### src/rtl/flag_alu_pkg.sv
package flag_alu_pkg;

  typedef enum logic [2:0] {
    OP_ADD  = 3'd0,
    OP_ADC  = 3'd1,
    OP_SUB  = 3'd2,
    OP_SBB  = 3'd3,
    OP_AND  = 3'd4,
    OP_OR   = 3'd5,
    OP_XOR  = 3'd6,
    OP_ZERO = 3'd7
  } aluOp_t;

  typedef enum logic [1:0] {
    LG_AND  = 2'd0,
    LG_OR   = 2'd1,
    LG_XOR  = 2'd2,
    LG_ZERO = 2'd3
  } logicSel_t;

  typedef struct packed {
    logic      invB;      // subtract class
    logic      useCarry;  // consume carryIn
    logic      isLogic;   // logic class
    logicSel_t logicSel;
  } aluStrobe_t;

  typedef struct packed {
    logic cf;
    logic of;
    logic sf;
    logic zf;
    logic af;
    logic pf;
  } aluFlags_t;

endpackage

### src/rtl/flag_alu_ctrl.sv
module flag_alu_ctrl
  import flag_alu_pkg::*;
(
  input  logic [2:0] opCode,
  output aluStrobe_t strobe
);

  always_comb begin
    strobe = '0;
    unique case (aluOp_t'(opCode))
      OP_ADD:  strobe = '{invB: 1'b0, useCarry: 1'b0, isLogic: 1'b0, logicSel: LG_AND};
      OP_ADC:  strobe = '{invB: 1'b0, useCarry: 1'b1, isLogic: 1'b0, logicSel: LG_AND};
      OP_SUB:  strobe = '{invB: 1'b1, useCarry: 1'b0, isLogic: 1'b0, logicSel: LG_AND};
      OP_SBB:  strobe = '{invB: 1'b1, useCarry: 1'b1, isLogic: 1'b0, logicSel: LG_AND};
      OP_AND:  strobe = '{invB: 1'b0, useCarry: 1'b0, isLogic: 1'b1, logicSel: LG_AND};
      OP_OR:   strobe = '{invB: 1'b0, useCarry: 1'b0, isLogic: 1'b1, logicSel: LG_OR};
      OP_XOR:  strobe = '{invB: 1'b0, useCarry: 1'b0, isLogic: 1'b1, logicSel: LG_XOR};
      default: strobe = '{invB: 1'b0, useCarry: 1'b0, isLogic: 1'b1, logicSel: LG_ZERO};
    endcase
  end

  // logic class never inverts B nor consumes carry
  always_comb begin
    assert_ctrl_excl_R8: assert (!(strobe.isLogic && (strobe.invB || strobe.useCarry)));
  end

endmodule

### src/rtl/flag_alu_datapath.sv
module flag_alu_datapath
  import flag_alu_pkg::*;
#(
  parameter int W        = 32,
  parameter int NIB      = 4,
  parameter int PAR_BITS = 8
) (
  input  logic [W-1:0] opA,
  input  logic [W-1:0] opB,
  input  logic         carryIn,
  input  aluStrobe_t   strobe,
  output logic [W-1:0] resNext,
  output aluFlags_t    flagsNext
);

  localparam int MSB = W - 1;

  logic [W-1:0]   bEff;
  logic           cinEff;
  logic [W:0]     sumWide;
  logic [NIB:0]   nibSum;
  logic [W-1:0]   logicRes;
  logic           arithCarry;
  logic           arithOvf;
  logic           arithAux;

  always_comb begin
    bEff   = strobe.invB ? ~opB : opB;
    // subtract: A + ~B + 1 - borrow
    cinEff = strobe.invB ? ~(strobe.useCarry & carryIn) : (strobe.useCarry & carryIn);
    sumWide = {1'b0, opA} + {1'b0, bEff} + {{W{1'b0}}, cinEff};
    nibSum  = {1'b0, opA[NIB-1:0]} + {1'b0, bEff[NIB-1:0]} + {{NIB{1'b0}}, cinEff};
    arithCarry = strobe.invB ? ~sumWide[W] : sumWide[W];
    arithAux   = strobe.invB ? ~nibSum[NIB] : nibSum[NIB];
    arithOvf   = (opA[MSB] == bEff[MSB]) && (sumWide[MSB] != opA[MSB]);
  end

  always_comb begin
    unique case (strobe.logicSel)
      LG_AND:  logicRes = opA & opB;
      LG_OR:   logicRes = opA | opB;
      LG_XOR:  logicRes = opA ^ opB;
      default: logicRes = '0;
    endcase
  end

  always_comb begin
    resNext      = strobe.isLogic ? logicRes : sumWide[W-1:0];
    flagsNext.cf = strobe.isLogic ? 1'b0 : arithCarry;
    flagsNext.of = strobe.isLogic ? 1'b0 : arithOvf;
    flagsNext.af = strobe.isLogic ? 1'b0 : arithAux;
    flagsNext.sf = resNext[MSB];
    flagsNext.zf = (resNext == '0);
    flagsNext.pf = ~^resNext[PAR_BITS-1:0];
  end

endmodule

### src/rtl/flag_alu.sv
module flag_alu
  import flag_alu_pkg::*;
#(
  parameter int W        = 32,
  parameter bit REG_OUT  = 1'b1,
  parameter int PAR_BITS = 8
) (
  input  logic         clk,
  input  logic         rstN,
  input  logic [W-1:0] opA,
  input  logic [W-1:0] opB,
  input  logic [2:0]   opCode,
  input  logic         carryIn,
  input  logic         flagWe,
  output logic [W-1:0] result,
  output logic         carryFlag,
  output logic         overflowFlag,
  output logic         signFlag,
  output logic         zeroFlag,
  output logic         auxFlag,
  output logic         parityFlag
);

  aluStrobe_t strobe;
  logic [W-1:0] resNext;
  aluFlags_t    flagsNext;
  aluFlags_t    flagsQ;

  flag_alu_ctrl u_ctrl (
    .opCode (opCode),
    .strobe (strobe)
  );

  flag_alu_datapath #(
    .W        (W),
    .NIB      (4),
    .PAR_BITS (PAR_BITS)
  ) u_dp (
    .opA       (opA),
    .opB       (opB),
    .carryIn   (carryIn),
    .strobe    (strobe),
    .resNext   (resNext),
    .flagsNext (flagsNext)
  );

  always_ff @(posedge clk) begin
    if (!rstN)       flagsQ <= '0;
    else if (flagWe) flagsQ <= flagsNext;
  end

  generate
    if (REG_OUT) begin : g_regOut
      logic [W-1:0] resQ;
      always_ff @(posedge clk) begin
        if (!rstN) resQ <= '0;
        else       resQ <= resNext;
      end
      assign result = resQ;

      // a flags write lines up with the registered result
      assert_sign_match_R4: assert property (@(posedge clk) disable iff (!rstN)
        flagWe |=> (flagsQ.sf == resQ[W-1]));
      assert_zero_match_R5: assert property (@(posedge clk) disable iff (!rstN)
        flagWe |=> (flagsQ.zf == (resQ == '0)));
      assert_parity_match_R7: assert property (@(posedge clk) disable iff (!rstN)
        flagWe |=> (flagsQ.pf == ~^resQ[PAR_BITS-1:0]));
    end else begin : g_combOut
      assign result = resNext;
    end
  endgenerate

  assign carryFlag    = flagsQ.cf;
  assign overflowFlag = flagsQ.of;
  assign signFlag     = flagsQ.sf;
  assign zeroFlag     = flagsQ.zf;
  assign auxFlag      = flagsQ.af;
  assign parityFlag   = flagsQ.pf;

  assert_flags_hold_R9: assert property (@(posedge clk) disable iff (!rstN)
    !flagWe |=> $stable(flagsQ));
  assert_logic_clear_R8: assert property (@(posedge clk) disable iff (!rstN)
    (flagWe && strobe.isLogic) |=> (!flagsQ.cf && !flagsQ.of && !flagsQ.af));

endmodule

### config.mk
export PLATFORM = sky130hd
export DESIGN_NAME = flag_alu
export DESIGN_NICKNAME = d
export VERILOG_FILES = /design/src/rtl/flag_alu_pkg.sv /design/src/rtl/flag_alu_ctrl.sv /design/src/rtl/flag_alu_datapath.sv /design/src/rtl/flag_alu.sv
export SDC_FILE = /design/constraint.sdc
export NUM_CORES = 1
export LEC_CHECK = 0
export CAP_MARGIN = 20
export CORE_UTILIZATION = 60
export CTS_CLUSTER_SIZE = 14
export DETAILED_ROUTE_END_ITERATION = 12
export DONT_BUFFER_PORTS = 1
export PLACE_DENSITY = 0.78
export SYNTH_ARGS = -nofsm -noshare
export SYNTH_HDL_FRONTEND = slang
export SYNTH_HIERARCHICAL = 1
export SYNTH_SLANG_ARGS = --single-unit
### constraint.sdc
create_clock -name clk -period 6.48 [get_ports clk]
set_input_delay 0.972 -clock clk [delete_from_list [all_inputs] [get_ports clk]]
set_output_delay 0.972 -clock clk [all_outputs]
set_load 0.01 [all_outputs]
After elaboration in Yosys (flattened, before gate mapping)
Cells that the tools add are included.
{"block": "word_totals", "in_bits": 71, "elab_cells": 44, "reg_bits": 38, "out_inout_bits": 38}
{"block": "classes", "n_addsub": 4, "n_eq_ne": 10, "n_reduce_logical": 5, "muxes": 10, "n_bitwise": 8}
{"op": "$pmux 32 s3", "n": 1}
{"op": "$mux 32", "n": 2}
{"op": "$pmux 5 s7", "n": 1}
{"op": "$add 32x32->33", "n": 1}
{"op": "$add 33x1->33", "n": 1}
{"op": "$and 32x32->32", "n": 1}
{"op": "$logic_not 32->1", "n": 1}
{"op": "$not 32->32", "n": 1}
{"op": "$or 32x32->32", "n": 1}
{"op": "$xor 32x32->32", "n": 1}
{"op": "$eq 3x3->1 const B", "n": 3}
{"op": "$reduce_xnor 8->1", "n": 1}
{"op": "$eq 3x2->1 const B", "n": 2}
{"op": "$mux 1", "n": 6}
{"op": "$add 4x4->5", "n": 1}
{"op": "$add 5x1->5", "n": 1}
{"op": "$eq 3x1->1 const B", "n": 1}
{"op": "$logic_not 3->1", "n": 1}
{"op": "$not 1->1", "n": 3}
{"op": "$eq 2x1->1 const B", "n": 1}
{"op": "$eq 2x2->1 const B", "n": 1}
{"op": "$logic_not 2->1", "n": 1}
{"op": "$and 1x1->1", "n": 1}
{"op": "$eq 1x1->1", "n": 1}
{"op": "other kinds (2)", "n": 2}

Longest topological paths before layout
Gate-level depths: netlist (run 1).
{"block": "depth", "ltp_word": 9, "mapped_depth": 23, "ltp_nobuf": 22}

Hierarchy
The synthesis (run 1) kept the hierarchy.
{"mod": "flag_alu_datapath", "area_each_um2": 4316.6, "cells_per_inst": 593, "n_inst": 1}
{"mod": "flag_alu", "area_each_um2": 1108.6, "cells_per_inst": 87, "n_inst": 1}
{"mod": "flag_alu_ctrl", "area_each_um2": 28.8, "cells_per_inst": 5, "n_inst": 1}

Worst setup path after synthesis (run 1)
No wires, ideal clock.
{"block": "synth_timing", "path_type": "input -> register", "startpoint": "input opCode[1]", "endpoint": "register flagsQ (netlist bit zeroFlag)", "t_required_ns": 6.415, "n_path_buf": 2, "arrival_ns": 4.990, "path_slack_ns": 1.425, "stages": 23, "cell_sequence": "nor2b_1 -> clkbuf_1 -> clkbuf_1 -> xor2_1 -> fa_1 -> inv_1 -> fa_1 -> nand2b_1 -> a21o_1 -> nand2_1 -> xor2_1 -> mux2i_1 -> ha_1 -> and4_1 -> o21a_1 -> nand4b_1 -> nor4_1 -> nand4b_1 -> a2111oi_1 -> nand4b_1 -> nor4_2 -> mux2i_1 -> nor2b_1"}
{"element": "start, declared", "line_no": "flag_alu.sv:12", "text": "input logic [2:0] opCode,"}
{"element": "end signal, assigned", "line_no": "flag_alu.sv:49", "text": "else if (flagWe) flagsQ <= flagsNext;"}
{"element": "end, declared", "line_no": "flag_alu.sv:27", "text": "aluFlags_t flagsQ;"}

==> flow_summary.yaml, run 1 <==
run_status:
  status: "completed"
finish:
  syn_to_final_growth_pct: 2.89
  fill_cells: 779
  fin_nets: 837
  drive_above_1_share_pct: 4.05
  finish.utilization_pct: 64.0
  finalInstanceArea_um2: 5610
  num_antenna_cells: 0
  instances_no_fill: 774
yosys:
  synth_ff_type: "dfxtp_1"
  ys_seq_area_share_pct: 13.9
  post-synth-top-count-cell: "ha_1"
  synth.avg_cell_area_um2: 7.96
  syn_inst: 685
  async_reset_ff_share_pct: 0
  ys_ff_latch: 38
  synth_common_cells: "ha_1 (99), inv_1 (80), nand2_1 (47)"
  synth_edf_count: 0
  netlist.area_leader.share_pct: 22.7
  synth_area_um2: 5450
  syn_nets: 857
  ys_warn_count: 6
  synth.top_cells.by_area: "ha_1 (23%), dfxtp_1 (14%), mux2i_1 (7.5%), xor2_1 (6.6%), inv_1 (5.5%)"
  synth.distinct_cells: 64
  synth_top_cell_by_area: "ha_1"
die:
  rows: 34
  io_pins: 109
  core_area_um2: 8760
  die_w_um: 97.3
  dieHeight_um: 97.3
  start_util_pct: 62.2
  die_area_um2: 9480
routing:
  firstDrtPassIters: 5
  highest_layer: "met4"
  wl_met2_um: 6120
  drc: 0
  vias: 4767
  viasPerCell: 6.16
  wl_per_cell_um: 17.4
  wl_met3_um: 912
  drtAntennaViolNets: 0
  first_iter_violations: 237
  routed_wl_um: 13500
  drt-met1-wl_um: 6130
power_and_ir_drop:
  p_per_area_nw_per_um2: 189
  vdd_ir_drop_max_uv: 117
  leakagePower_nw: 2.69
  finalPower_mw: 1.06
timing:
  setup_viol: 0
  hold_viol: 0
  setup_slack_ns: 1.50
  fin_setup_tns_ns: 0
  post-route-min-period_ns: 4.98
  whs_ns: 0.569
  tightest_slew_ns: 0.714
  maxSlewViolCount: 0
  period_share_pct: 76.8
  clock_skew_ns: 0
  slew_headroom_pct: 52.4
  rsz0062_at_grt: "no"
  fmax_ghz: 0.201
place:
  gp_congestion: 0.977
  hpwlAfterDp_um: 10800
  post-place-ws_ns: 1.30
  numPortBuffers: 0
  placedCellCount: 766
  placed_cell_area_um2: 5470
job:
  cap_violations: 0
clock_network:
  clk_latency_ns: 0.28
  htree_levels: 2
  tritoncts: "done"
  clock-sinks: 38
  cts_root_buffer: "clkbuf_8"
  path_clk_slew_ns: 0.07
  cts_buffers: 5
  post_cts_buffers: 0
  cts_resized: 0
  hold_buffers: 0
  ctsLongestPathBuffers: 2
global_route:
  first_global_vias: 4665
  antenna_found_initial: 0
  grt_start_max_net_pins: 77
  grt_pass1_wl_um: 22300
  grt_use_total_pct: 28.1
  grt_overflow_total: 0
worst_setup_path:
  setup.worst_path.class: "in -> reg"
  required_ns: 6.71
  critPathCaptureType: "register"
  worstSetupStartpointType: "input port"
  cp_max_fo: 17
  worstPathArrival_ns: 5.21
min_path:
  hold_class: "reg -> reg"
## placed cells by master, fill, tap and decap left out, types with 3 or more instances in the layout
master and count:
ha_1 99, inv_1 80, nand2_1 47, mux2i_1 41, xor2_1 41, a21oi_1 40
and2_1 39, dfxtp_1 38, o21ai_0 31, nor2_1 23, o22ai_1 23, xnor2_1 19
o21a_1 12, nor2b_1 10, o221ai_1 10, a21o_1 9, nand4_1 6, nor3_1 6
clkbuf_8 5, o21bai_1 5, o31ai_1 5, buf_4 5, o211ai_1 4, a211oi_1 4
nand4b_1 4, nand2b_1 4, nand3_1 3, a211o_1 3, nor4_1 3, o21ai_1 3
## routing by layer
metal / GRT usage, % / vias to the layer above
met5: 0 / -
met4: 8.03 / 0
met3: 4.96 / 29
met2: 46.5 / 188
met1: 37.3 / 2208
li1: - / 2342
## layout make-up
type | count | area [µm²] | share of cell area, %
multi-input combinational | 535 | 4240 | 75.6
tap | 108 | 135 | 2.41
sequential | 38 | 761 | 13.6
timing repair buffer | 5 | 37.5 | 0.669
inverter | 80 | 300 | 5.35
clock buffer | 5 | 68.8 | 1.23
clock inverter | 3 | 68.8 | 1.23
## critical path: stages
cell and delay, ns:
nor2b_4 0.53, xor2_1 0.19, fa_1 0.48, inv_1 0.09, fa_1 0.20, nand2b_1 0.15
nand2b_1 0.06, a21o_1 0.21, xor2_1 0.15, mux2i_1 0.24, ha_1 0.19, and4_1 0.19
o21a_1 0.12, nand4b_1 0.09, nor4_1 0.21, nand4b_1 0.15, a2111oi_1 0.44, nand4b_1 0.19
nor4_2 0.16, mux2i_1 0.10, nor2b_1 0.10
## sequential cells by signal (all words and copies together) (netlist names)
register      flops
carryFlag         1
zeroFlag          1
result           32
signFlag          1
auxFlag           1
overflowFlag      1
parityFlag        1
## report_power, final
group,switching (mW),leakage [nW],internal (mW),total (mW)
Clock,0.0832,0.0683,0.154,0.237
Sequential,0.0271,0.315,0.264,0.291
Combinational,0.305,2.31,0.226,0.532
Total,0.415,2.69,0.644,1.06
## worst paths after layout
| check | to | cells after the start | slack [ns] | start |
|---|---|---|---|---|
| max | zeroFlag$_SDFFE_PN0P_ | 21 | 1.50 | opCode[1] |
| min | overflowFlag$_SDFFE_PN0P_ | 2 | 0.57 | overflowFlag$_SDFFE_PN0P_ |
| max reg2reg | parityFlag$_SDFFE_PN0P_ | 2 | 5.80 | parityFlag$_SDFFE_PN0P_ |
| min reg2reg | overflowFlag$_SDFFE_PN0P_ | 2 | 0.57 | overflowFlag$_SDFFE_PN0P_ |
## cells by family after synthesis
kind of cell / share of synthesized area, %
buf+inv: 8.47
fa+ha+maj: 23.4
mux: 7.73
compound gates: 21.1
simple gates: 15.7
flops: 13.9
xor+xnor: 9.64
No activity file was read; power rests on OpenSTA's default activity.
==> run 2, diff against run 1 <==
--- a/config.mk
+++ b/config.mk
@@ -5,6 +5,7 @@
 export SDC_FILE = /design/constraint.sdc
 export NUM_CORES = 1
 export LEC_CHECK = 0
+export ABC_AREA = 1
 export CAP_MARGIN = 20
 export CORE_UTILIZATION = 60
 export CTS_CLUSTER_SIZE = 14
==> constraint.sdc (replaced) <==
create_clock -name clk -period 5 [get_ports clk]
set_input_delay 0.75 -clock clk [delete_from_list [all_inputs] [get_ports clk]]
set_output_delay 0.75 -clock clk [all_outputs]
set_load 0.01 [all_outputs]
==> run 2 against run 1 <==
Effect of this change: combinational power up 40%; core utilization rose by 0.31 points; register-to-register slack worse by 1.4 ns; power up 23%; largest power group unchanged.
==> flow_summary.yaml, run 2 <==
global_route:
  first_global_vias: 5701
  antenna_found_initial: 0
  grt_use_total_pct: 29.8
  grt_overflow_total: 0
  grt_pass1_wl_um: 26700
  grt_start_max_net_pins: 48
worst_setup_path:
  required_ns: 5.22
  setup.worst_path.class: "in -> reg"
  r2r_start: "parityFlag$_SDFFE_PN0P_"
  critPathCaptureType: "register"
  worstSetupStartpointType: "input port"
  cp_max_fo: 16
  r2r_slack_ns: 4.37
  rr_worst_depth: 2
  reg2reg_to: "parityFlag$_SDFFE_PN0P_"
  worstPathArrival_ns: 4.10
yosys:
  synth_top_family_by_area: "simple AND/OR/NAND/NOR gates"
  synth.distinct_cells: 38
  synth_edf_count: 0
  synth_area_um2: 6270
  synth_ff_type: "dfxtp_1"
  synth_top_cell_by_area: "nand2_1"
  post-synth-top-count-cell: "nand2_1"
  synth_xor_area_share_pct: 5.31
  ys_warn_count: 6
  synth-compound-area-share_pct: 7.92
  ys_seq_area_share_pct: 12.1
  yosys.area_share.simple_pct: 36.8
  synth_mux_area_share_pct: 0
  synth_common_cells: "nand2_1 (403), inv_1 (246), ha_1 (99)"
  async_reset_ff_share_pct: 0
  synth.avg_cell_area_um2: 5.70
  syn_nets: 1272
  ys_ff_latch: 38
  synthAdderAreaFrac_pct: 20.4
  synth.top_cells.by_area: "nand2_1 (24%), ha_1 (20%), inv_1 (15%), dfxtp_1 (12%), xor2_1 (4.7%)"
  netlist.area_leader.share_pct: 24.1
  syn_inst: 1100
routing:
  wl_met2_um: 6870
  viasPerCell: 5.10
  first_iter_violations: 387
  firstDrtPassIters: 5
  wl_per_cell_um: 12.9
  drc: 0
  wl_met3_um: 1160
  highest_layer: "met4"
  vias: 6208
  drt-met1-wl_um: 7360
  drtAntennaViolNets: 0
  routed_wl_um: 15700
min_path:
  hold_depth: 2
  hold_class: "reg -> reg"
  min_to: "overflowFlag$_SDFFE_PN0P_"
  hp-start: "overflowFlag$_SDFFE_PN0P_"
die:
  dieHeight_um: 104
  die_area_um2: 10900
  core_area_um2: 9950
  die_w_um: 104
  rows: 36
  io_pins: 109
  start_util_pct: 63.0
finish:
  fin_nets: 1256
  syn_to_final_growth_pct: 2.13
  num_antenna_cells: 0
  largest_reg_flops: 32
  fill_cells: 997
  drive_above_1_share_pct: 3.32
  layout_commonest_cell: "nand2_1"
  finish.utilization_pct: 64.3
  layout_common_cells: "nand2_1 (403), inv_1 (246), ha_1 (99), nor2_1 (67), nand3_1 (48)"
timing:
  post-route-min-period_ns: 3.87
  period_share_pct: 77.5
  slew_headroom_pct: 40.9
  hold_viol: 0
  maxSlewViolCount: 0
  fmax_ghz: 0.258
  rsz0062_at_grt: "no"
  tightest_slew_ns: 0.881
  clock_skew_ns: 0
  setup_viol: 0
  fin_setup_tns_ns: 0
job:
  cap_violations: 0
clock_network:
  cts_root_buffer: "clkbuf_8"
  cts_resized: 0
  clk_latency_ns: 0.28
  tritoncts: "done"
  hold_buffers: 0
  clock-sinks: 38
  ctsLongestPathBuffers: 2
  path_clk_slew_ns: 0.07
  cts_buffers: 5
  htree_levels: 2
  post_cts_buffers: 0
run_status:
  status: "completed"
power_and_ir_drop:
  leakagePower_nw: 4.10
  vdd_ir_drop_max_uv: 195
  p_per_area_nw_per_um2: 204
place:
  numPortBuffers: 0
  gp_congestion: 1.00
  hpwlAfterDp_um: 13200
## run 2: worst max-delay path, stage by stage
cell and delay, ns:
inv_1 0.06, nor2_4 0.45, xor2_1 0.19, inv_1 0.06, fa_1 0.39, inv_1 0.08
fa_1 0.16, inv_1 0.09, nand2_1 0.08, nand2_1 0.06, and2_1 0.18, or2_2 0.28
nand3_1 0.07, nand2_1 0.09, inv_1 0.06, ha_1 0.13, nand4_1 0.07, nand3b_1 0.15
nor2_1 0.11, nand3_1 0.10, nor2_1 0.14, nand2_1 0.06, nor2_1 0.09, inv_1 0.04
nand2_1 0.05, nand2_1 0.04, nor2_1 0.07
## run 2: through the flow
step	area (µm²)	hold slack, ns	cells	setup WS [ns]	total power [mW]
floorplan	6270	0.492	1100	1.12	0.961
global placement	6330	0.505	1210	0.913	1.10
detailed placement	6330	0.506	1210	0.868	1.11
CTS	6400	0.516	1217	1.16	1.31
global route	6400	0.549	1217	0.618	1.44
finish	6400	0.513	1217	1.13	1.31
## run 2: cell families after synthesis
family                     count (synthesis)
adders and majority gates                101
buffers and inverters                    279
and+or+nand+nor                          565
DFF                                       38
xor gates and xnor gates                  38
AOI/OAI and AO/OA                         79
## run 2: layer usage
layer | global-route usage (%) | vias up
met1 | 40.9 | 2694
met2 | 49.2 | 212
li1 | - | 3281
met3 | 3.32 | 21
met4 | 8.47 | 0
met5 | 0 | -
## run 2: area by class of cell
type / instances / area, µm² / share of cell area [%]
Inverter: 252 / 946 / 14.8
Sequential cell: 38 / 761 / 11.9
Clock buffer: 5 / 68.8 / 1.07
Timing Repair Buffer: 4 / 30.0 / 0.469
Clock inverter: 2 / 10.0 / 0.156
Multi-Input combinational cell: 783 / 4420 / 69.1
Tap cell: 133 / 166 / 2.60
## run 2: worst max path at each step
stage | start | end | cells after the start
2_1_floorplan | opCode[1] | zeroFlag$_SDFFE_PN0P_ | 28
3_3_place_gp | opCode[1] | zeroFlag$_SDFFE_PN0P_ | 27
3_5_place_dp | opCode[1] | zeroFlag$_SDFFE_PN0P_ | 27
4_1_cts | opCode[1] | zeroFlag$_SDFFE_PN0P_ | 27
5_1_grt | opCode[1] | zeroFlag$_SDFFE_PN0P_ | 26
6_report | opCode[1] | zeroFlag$_SDFFE_PN0P_ | 27
## run 2: power breakdown
| part | switching, mW | leakage (nW) | internal, mW |
|---|---|---|---|
| registers | 0.0317 | 0.315 | 0.340 |
| logic | 0.478 | 3.74 | 0.267 |
| clock network | 0.0966 | 0.0438 | 0.0933 |
